**src/rtl/cw_dp_pkg.sv**
```systemverilog
package cw_dp_pkg;

  localparam int CW_BITS  = 16;
  localparam int RADDR_W  = 3;
  localparam int NUM_REGS = 1 << RADDR_W;

  // Field order is fixed by the control word layout (MSB first).
  typedef struct packed {
    logic [RADDR_W-1:0] dst;
    logic [RADDR_W-1:0] srca;
    logic [RADDR_W-1:0] srcb;
    logic               bsel_const;
    logic [3:0]         fsel;
    logic               dsel_ext;
    logic               wr_en;
  } ctrl_t;

  typedef enum logic [3:0] {
    FS_PASS_A   = 4'b0000,
    FS_INC      = 4'b0001,
    FS_ADD      = 4'b0010,
    FS_ADD_C    = 4'b0011,
    FS_ADD_NB   = 4'b0100,
    FS_SUB      = 4'b0101,
    FS_DEC      = 4'b0110,
    FS_PASS_A_C = 4'b0111,
    FS_AND      = 4'b1000,
    FS_OR       = 4'b1001,
    FS_XOR      = 4'b1010,
    FS_NOT      = 4'b1011,
    FS_PASS_B   = 4'b1100,
    FS_SHR      = 4'b1101,
    FS_SHL      = 4'b1110,
    FS_SPARE    = 4'b1111
  } fsel_e;

  typedef struct packed {
    logic v;
    logic c;
    logic n;
    logic z;
  } flags_t;

endpackage

```
**src/rtl/cw_regfile.sv**
```systemverilog
module cw_regfile #(
  parameter int WIDTH   = 16,
  parameter int ADDR_W  = 3
) (
  input  logic              clk,
  input  logic              rst,
  input  logic              we,
  input  logic [ADDR_W-1:0] waddr,
  input  logic [WIDTH-1:0]  wdata,
  input  logic [ADDR_W-1:0] raddr_a,
  input  logic [ADDR_W-1:0] raddr_b,
  output logic [WIDTH-1:0]  rdata_a,
  output logic [WIDTH-1:0]  rdata_b
);

  localparam int DEPTH = 1 << ADDR_W;

  logic [DEPTH-1:0][WIDTH-1:0] regs_q;
  logic [DEPTH-1:0]            sel_w;

  // One-hot write decode
  always_comb begin
    sel_w = '0;
    sel_w[waddr] = we;
  end

  for (genvar i = 0; i < DEPTH; i++) begin : g_entry
    always_ff @(posedge clk) begin
      if (rst)
        regs_q[i] <= '0;
      else if (sel_w[i])
        regs_q[i] <= wdata;
    end
  end

  // Asynchronous reads: old value visible during a write cycle
  assign rdata_a = regs_q[raddr_a];
  assign rdata_b = regs_q[raddr_b];

  AST_RESET_CLEARS: assert property (@(posedge clk)
    rst |=> (rdata_a == '0 && rdata_b == '0));

  AST_NO_WRITE_HOLDS: assert property (@(posedge clk) disable iff (rst)
    !we |=> $stable(regs_q));

  AST_WRITE_LANDS: assert property (@(posedge clk) disable iff (rst)
    we |=> regs_q[$past(waddr)] == $past(wdata));

endmodule

```
**src/rtl/cw_arith_unit.sv**
```systemverilog
module cw_arith_unit #(
  parameter int WIDTH = 16
) (
  input  logic [WIDTH-1:0] opa,
  input  logic [WIDTH-1:0] opb,
  input  logic [1:0]       ysel,
  input  logic             cin,
  output logic [WIDTH-1:0] sum,
  output logic             cout,
  output logic             ovf
);

  localparam int MSB = WIDTH - 1;

  logic [WIDTH-1:0] y_op;
  logic [WIDTH:0]   total;

  // Second adder operand: zero, B, inverted B, all ones
  always_comb begin
    unique case (ysel)
      2'b00:   y_op = '0;
      2'b01:   y_op = opb;
      2'b10:   y_op = ~opb;
      default: y_op = '1;
    endcase
  end

  assign total = {1'b0, opa} + {1'b0, y_op} + {{WIDTH{1'b0}}, cin};
  assign sum   = total[MSB:0];
  assign cout  = total[WIDTH];
  assign ovf   = (opa[MSB] == y_op[MSB]) && (total[MSB] != opa[MSB]);

endmodule

```
**src/rtl/cw_logic_shift.sv**
```systemverilog
module cw_logic_shift #(
  parameter int WIDTH = 16
) (
  input  logic [WIDTH-1:0] opa,
  input  logic [WIDTH-1:0] opb,
  input  logic             shift_grp,
  input  logic [1:0]       op,
  output logic [WIDTH-1:0] res
);

  logic [WIDTH-1:0] logic_r;
  logic [WIDTH-1:0] shift_r;

  always_comb begin
    unique case (op)
      2'b00:   logic_r = opa & opb;
      2'b01:   logic_r = opa | opb;
      2'b10:   logic_r = opa ^ opb;
      default: logic_r = ~opa;
    endcase
  end

  always_comb begin
    unique case (op)
      2'b01:   shift_r = {1'b0, opb[WIDTH-1:1]};
      2'b10:   shift_r = {opb[WIDTH-2:0], 1'b0};
      default: shift_r = opb;
    endcase
  end

  assign res = shift_grp ? shift_r : logic_r;

endmodule

```
**src/rtl/cw_function_unit.sv**
```systemverilog
module cw_function_unit
  import cw_dp_pkg::*;
#(
  parameter int WIDTH = 16
) (
  input  logic [WIDTH-1:0] opa,
  input  logic [WIDTH-1:0] opb,
  input  logic [3:0]       fsel,
  output logic [WIDTH-1:0] result,
  output flags_t           flags
);

  logic [WIDTH-1:0] arith_res;
  logic [WIDTH-1:0] ls_res;
  logic             a_cout;
  logic             a_ovf;
  logic             is_arith;

  assign is_arith = ~fsel[3];

  cw_arith_unit #(.WIDTH(WIDTH)) u_arith (
    .opa  (opa),
    .opb  (opb),
    .ysel (fsel[2:1]),
    .cin  (fsel[0]),
    .sum  (arith_res),
    .cout (a_cout),
    .ovf  (a_ovf)
  );

  cw_logic_shift #(.WIDTH(WIDTH)) u_ls (
    .opa       (opa),
    .opb       (opb),
    .shift_grp (fsel[2]),
    .op        (fsel[1:0]),
    .res       (ls_res)
  );

  assign result  = is_arith ? arith_res : ls_res;
  assign flags.v = is_arith & a_ovf;
  assign flags.c = is_arith & a_cout;
  assign flags.n = result[WIDTH-1];
  assign flags.z = (result == '0);

endmodule

```
**src/rtl/cw_datapath.sv**
```systemverilog
module cw_datapath
  import cw_dp_pkg::*;
#(
  parameter int WIDTH = 16
) (
  input  logic               clk,
  input  logic               rst,
  input  logic [CW_BITS-1:0] ctrl_word,
  input  logic [WIDTH-1:0]   const_in,
  input  logic [WIDTH-1:0]   data_in,
  output logic [WIDTH-1:0]   addr_out,
  output logic [WIDTH-1:0]   data_out,
  output logic               flag_v,
  output logic               flag_c,
  output logic               flag_n,
  output logic               flag_z
);

  ctrl_t            cw;
  logic [WIDTH-1:0] bus_a;
  logic [WIDTH-1:0] reg_b;
  logic [WIDTH-1:0] bus_b;
  logic [WIDTH-1:0] bus_d;
  logic [WIDTH-1:0] fu_res;
  flags_t           fu_flags;

  assign cw = ctrl_t'(ctrl_word);

  cw_regfile #(.WIDTH(WIDTH), .ADDR_W(RADDR_W)) u_rf (
    .clk     (clk),
    .rst     (rst),
    .we      (cw.wr_en),
    .waddr   (cw.dst),
    .wdata   (bus_d),
    .raddr_a (cw.srca),
    .raddr_b (cw.srcb),
    .rdata_a (bus_a),
    .rdata_b (reg_b)
  );

  // B bus source: register or external constant
  assign bus_b = cw.bsel_const ? const_in : reg_b;

  cw_function_unit #(.WIDTH(WIDTH)) u_fu (
    .opa    (bus_a),
    .opb    (bus_b),
    .fsel   (cw.fsel),
    .result (fu_res),
    .flags  (fu_flags)
  );

  // D bus source: function result or external data (memory read)
  assign bus_d = cw.dsel_ext ? data_in : fu_res;

  assign addr_out = bus_a;
  assign data_out = bus_b;
  assign flag_v   = fu_flags.v;
  assign flag_c   = fu_flags.c;
  assign flag_n   = fu_flags.n;
  assign flag_z   = fu_flags.z;

  AST_SUB_SELF_ZERO: assert property (@(posedge clk) disable iff (rst)
    (cw.fsel == FS_SUB && bus_a == bus_b) |-> (flag_z && flag_c && !flag_v));

  AST_NONARITH_NO_CARRY: assert property (@(posedge clk) disable iff (rst)
    cw.fsel[3] |-> (!flag_c && !flag_v));

  AST_EXT_LOAD_IS_DATA_IN: assert property (@(posedge clk) disable iff (rst)
    (cw.wr_en && cw.dsel_ext && cw.srca == cw.dst) ##1 (cw.srca == $past(cw.dst))
      |-> addr_out == $past(data_in));

  AST_PASS_B_SHOWS_BUS_B: assert property (@(posedge clk) disable iff (rst)
    (cw.fsel == FS_PASS_B) |-> (flag_z == (data_out == '0)));

endmodule

```
**config.mk**
```make
export PLATFORM = sky130hd
export DESIGN_NAME = cw_datapath
export DESIGN_NICKNAME = d
export VERILOG_FILES = /design/src/rtl/cw_dp_pkg.sv /design/src/rtl/cw_regfile.sv /design/src/rtl/cw_arith_unit.sv /design/src/rtl/cw_logic_shift.sv /design/src/rtl/cw_function_unit.sv /design/src/rtl/cw_datapath.sv
export SDC_FILE = /design/constraint.sdc
export NUM_CORES = 1
export LEC_CHECK = 0
export BUFFER_PORTS_ARGS = -buffer_cell sky130_fd_sc_hd__buf_2
export CORE_ASPECT_RATIO = 2
export CORE_UTILIZATION = 35
export CTS_CLUSTER_SIZE = 40
export DETAILED_ROUTE_END_ITERATION = 8
export PLACE_DENSITY = 0.52
export SETUP_SLACK_MARGIN = 0.05
export SLEW_MARGIN = 0
export SYNTH_ARGS = -nofsm -noshare
export SYNTH_HDL_FRONTEND = slang
export SYNTH_SLANG_ARGS = --single-unit
```
**constraint.sdc**
```tcl
create_clock -name clk -period 8.5 [get_ports clk]
set_clock_uncertainty 0.05 [all_clocks]
set_input_delay 1.7 -clock clk [delete_from_list [all_inputs] [get_ports clk]]
set_output_delay 1.7 -clock clk [all_outputs]
set_load 0.05 [all_outputs]
```
==> results.cfg <==
[run_status]
status = finished, final reports clean

[logic_synthesis]
syn_avg_cell_area_um2 = 9.00
synth-seq-cells = 128
synth_edf_count = 0
synth_commonest_cells = dfxtp_1, nor2_1, nand2_1, a211oi_1, mux4_2
yosysMostFrequentCell = dfxtp_1
yosysSeqAreaShare_pct = 27.5
synth.distinct_cells = 76
synth_area_leader_cell = dfxtp_1
ys.flop_type = dfxtp_1
ys.warnings.count = 0
postSynthCellCount = 1035
syn_nets = 1138
yosys.area.top_type_share_pct = 27.5
synth_area_leaders = dfxtp_1, mux4_2, ha_1, a211oi_1, nor2_1
synth_area_mm2 = 0.00932
synthArstFlopShare_pct = 0

[placement]
dp_slack_ps = 111
routabilityCongestion = 1.01
dp_hpwl_mm = 25.9
port_buffers = 85

[drt]
via_per_inst = 5.94
route.detailed.drc = 0
totalWireLength_mm = 34.8
wl_per_cell_um = 23.8
vias = 8686
dr.pass1.iters = 6
initialDrtViolationCount = 790
final_antenna_net_count = 0

[critical_path]
crit_type = in2out
worstPathMaxFanout = 11
cp.required_ps = 6750
cp.arrival_ps = 6500
crit_path_start = ctrl_word[8]
start_kind = primary input
timing.rr.end = u_rf.regs_q[110]
r2r_cells = 15
r2r-start = u_rf.regs_q[112]
endpoint_kind = output pin
reg2reg_slack_ps = 3470

[global_route]
antenna_found_initial = 0
grt_pass1_vias = 8544
grt_pass1_wl_mm = 52.4
grt-ovfl-total = 0
grt_usage_pct = 25.8
grt_start_max_net_pins = 98

[clocking]
clock-root-buffer = clkbuf_16
htreeDepth = 4
cts.sinks = 128
clock_latency_ps = 420
clkTransAtPathRegs_ps = 50
cts_buffer_depth = 2
hold_buffers = 0
cts_tree = built
cts_setup_buffers = 0
cts_made_buffers = 17

[final_layout]
n_fill_cell = 2652
largestRegisters = u_rf.regs_q (128)
final_util_pct = 41.5
regMostFlops = u_rf.regs_q
num_antenna_cells = 0
final_nets = 1210
drive_above_1_share_pct = 26.2
largest_register_ffs = 128
area_growth_pct = 16.7

[floorplan]
io_pins = 86
start_util_pct = 35.6
die_w_um = 117
core-area_mm2 = 0.0262
die_area_mm2 = 0.0273
fp-row-count = 84
die_y_um = 233

[timing]
setup_viol = 0
slew_headroom_pct = 19.8
rsz0062_at_grt = false
fin_crit_sh_pct = 97.0
worst_slew_pin_slew_ps = 1200
fmax_mhz = 121
drv_slew = 0
whs_ps = 416
worst_slack_ps = 252
setup_tns_ps = 0
hold_violations = 0
period_minus_slack_ps = 8250

[power]
power_frac_comb_pct = 24.0
seq_power_share_pct = 34.9
internal_power_w = 0.00126
power_switching_w = 0.000558
p_leak_nw = 4.23
powerDensity_mw_per_mm2 = 167
power_w = 0.00181
switching_share_pct = 30.8
pwr-share-clk_pct = 41.1
peakVddDrop_mv = 0.103

[worst_hold_path]
hp-class = reg2reg
hold_depth = 2
holdCritStartpoint = u_rf.regs_q[59]
whs_endpoint = u_rf.regs_q[59]

[job]
maxCapViolations = 0
==> stage by stage <==
step	instances	instance area, µm²
2_1_floorplan	1035	9350
3_5_place_dp	1432	10300
6_report	1462	10900
5_1_grt	1462	10900
3_3_place_gp	1432	10300
4_1_cts	1462	10900
==> routing by layer <==
metal,vias to the layer above,global-route usage (%),routed length [µm]
met5,-,0,0
met4,0,20.0,2650
met3,131,3.97,1410
met2,312,47.1,18300
met1,4221,26.2,12500
li1,4022,-,-
==> cell type report <==
class,instances,area (µm²),share of cell area (%)
Sequential cell,128,2560,23.6
Inverter,46,173,1.59
Tap cell,344,430,3.96
Multi-Input combinational cell,778,6270,57.6
Clock buffer,26,529,4.87
Timing Repair Buffer,136,838,7.71
Clock inverter,4,72.6,0.668
==> cell usage in the layout, fill, tap and decap left out, types with 5 or more instances in the layout <==
master / netlist / routed
a211oi_1: 71 / 71
a21o_1: 5 / 5
a21oi_1: 60 / 58
a221oi_1: 7 / 7
a22oi_1: 13 / 13
a31o_2: 10 / 10
buf_2: 13 / 83
buf_4: 4 / 50
clkbuf_16: 0 / 17
clkbuf_8: 0 / 7
dfxtp_1: 128 / 128
ha_1: 51 / 51
inv_1: 43 / 43
mux2_2: 26 / 26
mux2i_1: 22 / 22
mux4_2: 63 / 63
nand2_1: 97 / 97
nand2b_1: 9 / 9
nand3_1: 11 / 11
nand3b_1: 19 / 19
nor2_1: 112 / 108
nor2b_1: 14 / 14
nor3_1: 18 / 16
nor3b_1: 11 / 11
o211ai_1: 16 / 16
o21a_1: 5 / 5
o21ai_0: 41 / 41
o21ai_1: 6 / 5
o221ai_1: 5 / 5
o22ai_1: 6 / 6
xnor2_1: 5 / 5
==> power groups by stage <==
stage               logic (W)  registers, W  clock network, W
floorplan            0.000296      0.000640                 0
global placement     0.000428      0.000645                 0
detailed placement   0.000429      0.000645                 0
CTS                  0.000430      0.000633          0.000759
global route         0.000466      0.000635          0.000779
finish               0.000435      0.000633          0.000747
==> worst max-delay path: stages <==
cell     delay [ps]
buf_2           340
mux4_2          270
mux2i_1         100
o21ai_2         330
mux2_2          390
fa_1            430
fa_1            460
a21o_1          200
a221o_1         350
or3_1           320
a21oi_1         140
or3_1           160
nand3_1         230
nor4_1          330
buf_4           180
nor4b_4         250
buf_2           320
==> how the worst max path moves through the flow <==
stage | end | slack [ps] | depth (start not counted)
floorplan | flag_z | 330 | 17
global placement | flag_z | 170 | 18
detailed placement | flag_z | 110 | 17
CTS | flag_z | 100 | 17
global route | flag_z | 60 | 18
finish | flag_z | 250 | 17
==> repair_timing <==
| item | 4_1_cts | 5_1_grt |
|---|---|---|
| endpoints found under the hold margin | 0 | 0 |
| setup endpoints to repair | 0 | 1 |
| resized for setup | 0 | 3 |
==> cell families (layout without fill, tap and decap cells) <==
| group | count (synthesis) | after routing | synth area share, % |
|---|---|---|---|
| XOR/XNOR | 8 | 8 | 0.752 |
| AND/OR/NAND/NOR | 315 | 315 | 15.8 |
| AO/OA/AOI/OAI | 287 | 287 | 21.4 |
| adder cells (fa/ha/maj) | 53 | 53 | 7.28 |
| flip-flops | 128 | 128 | 27.5 |
| multiplexers | 115 | 115 | 21.3 |
| buffers and inverters | 129 | 212 | 5.86 |
(Power assumes the default switching activity.)
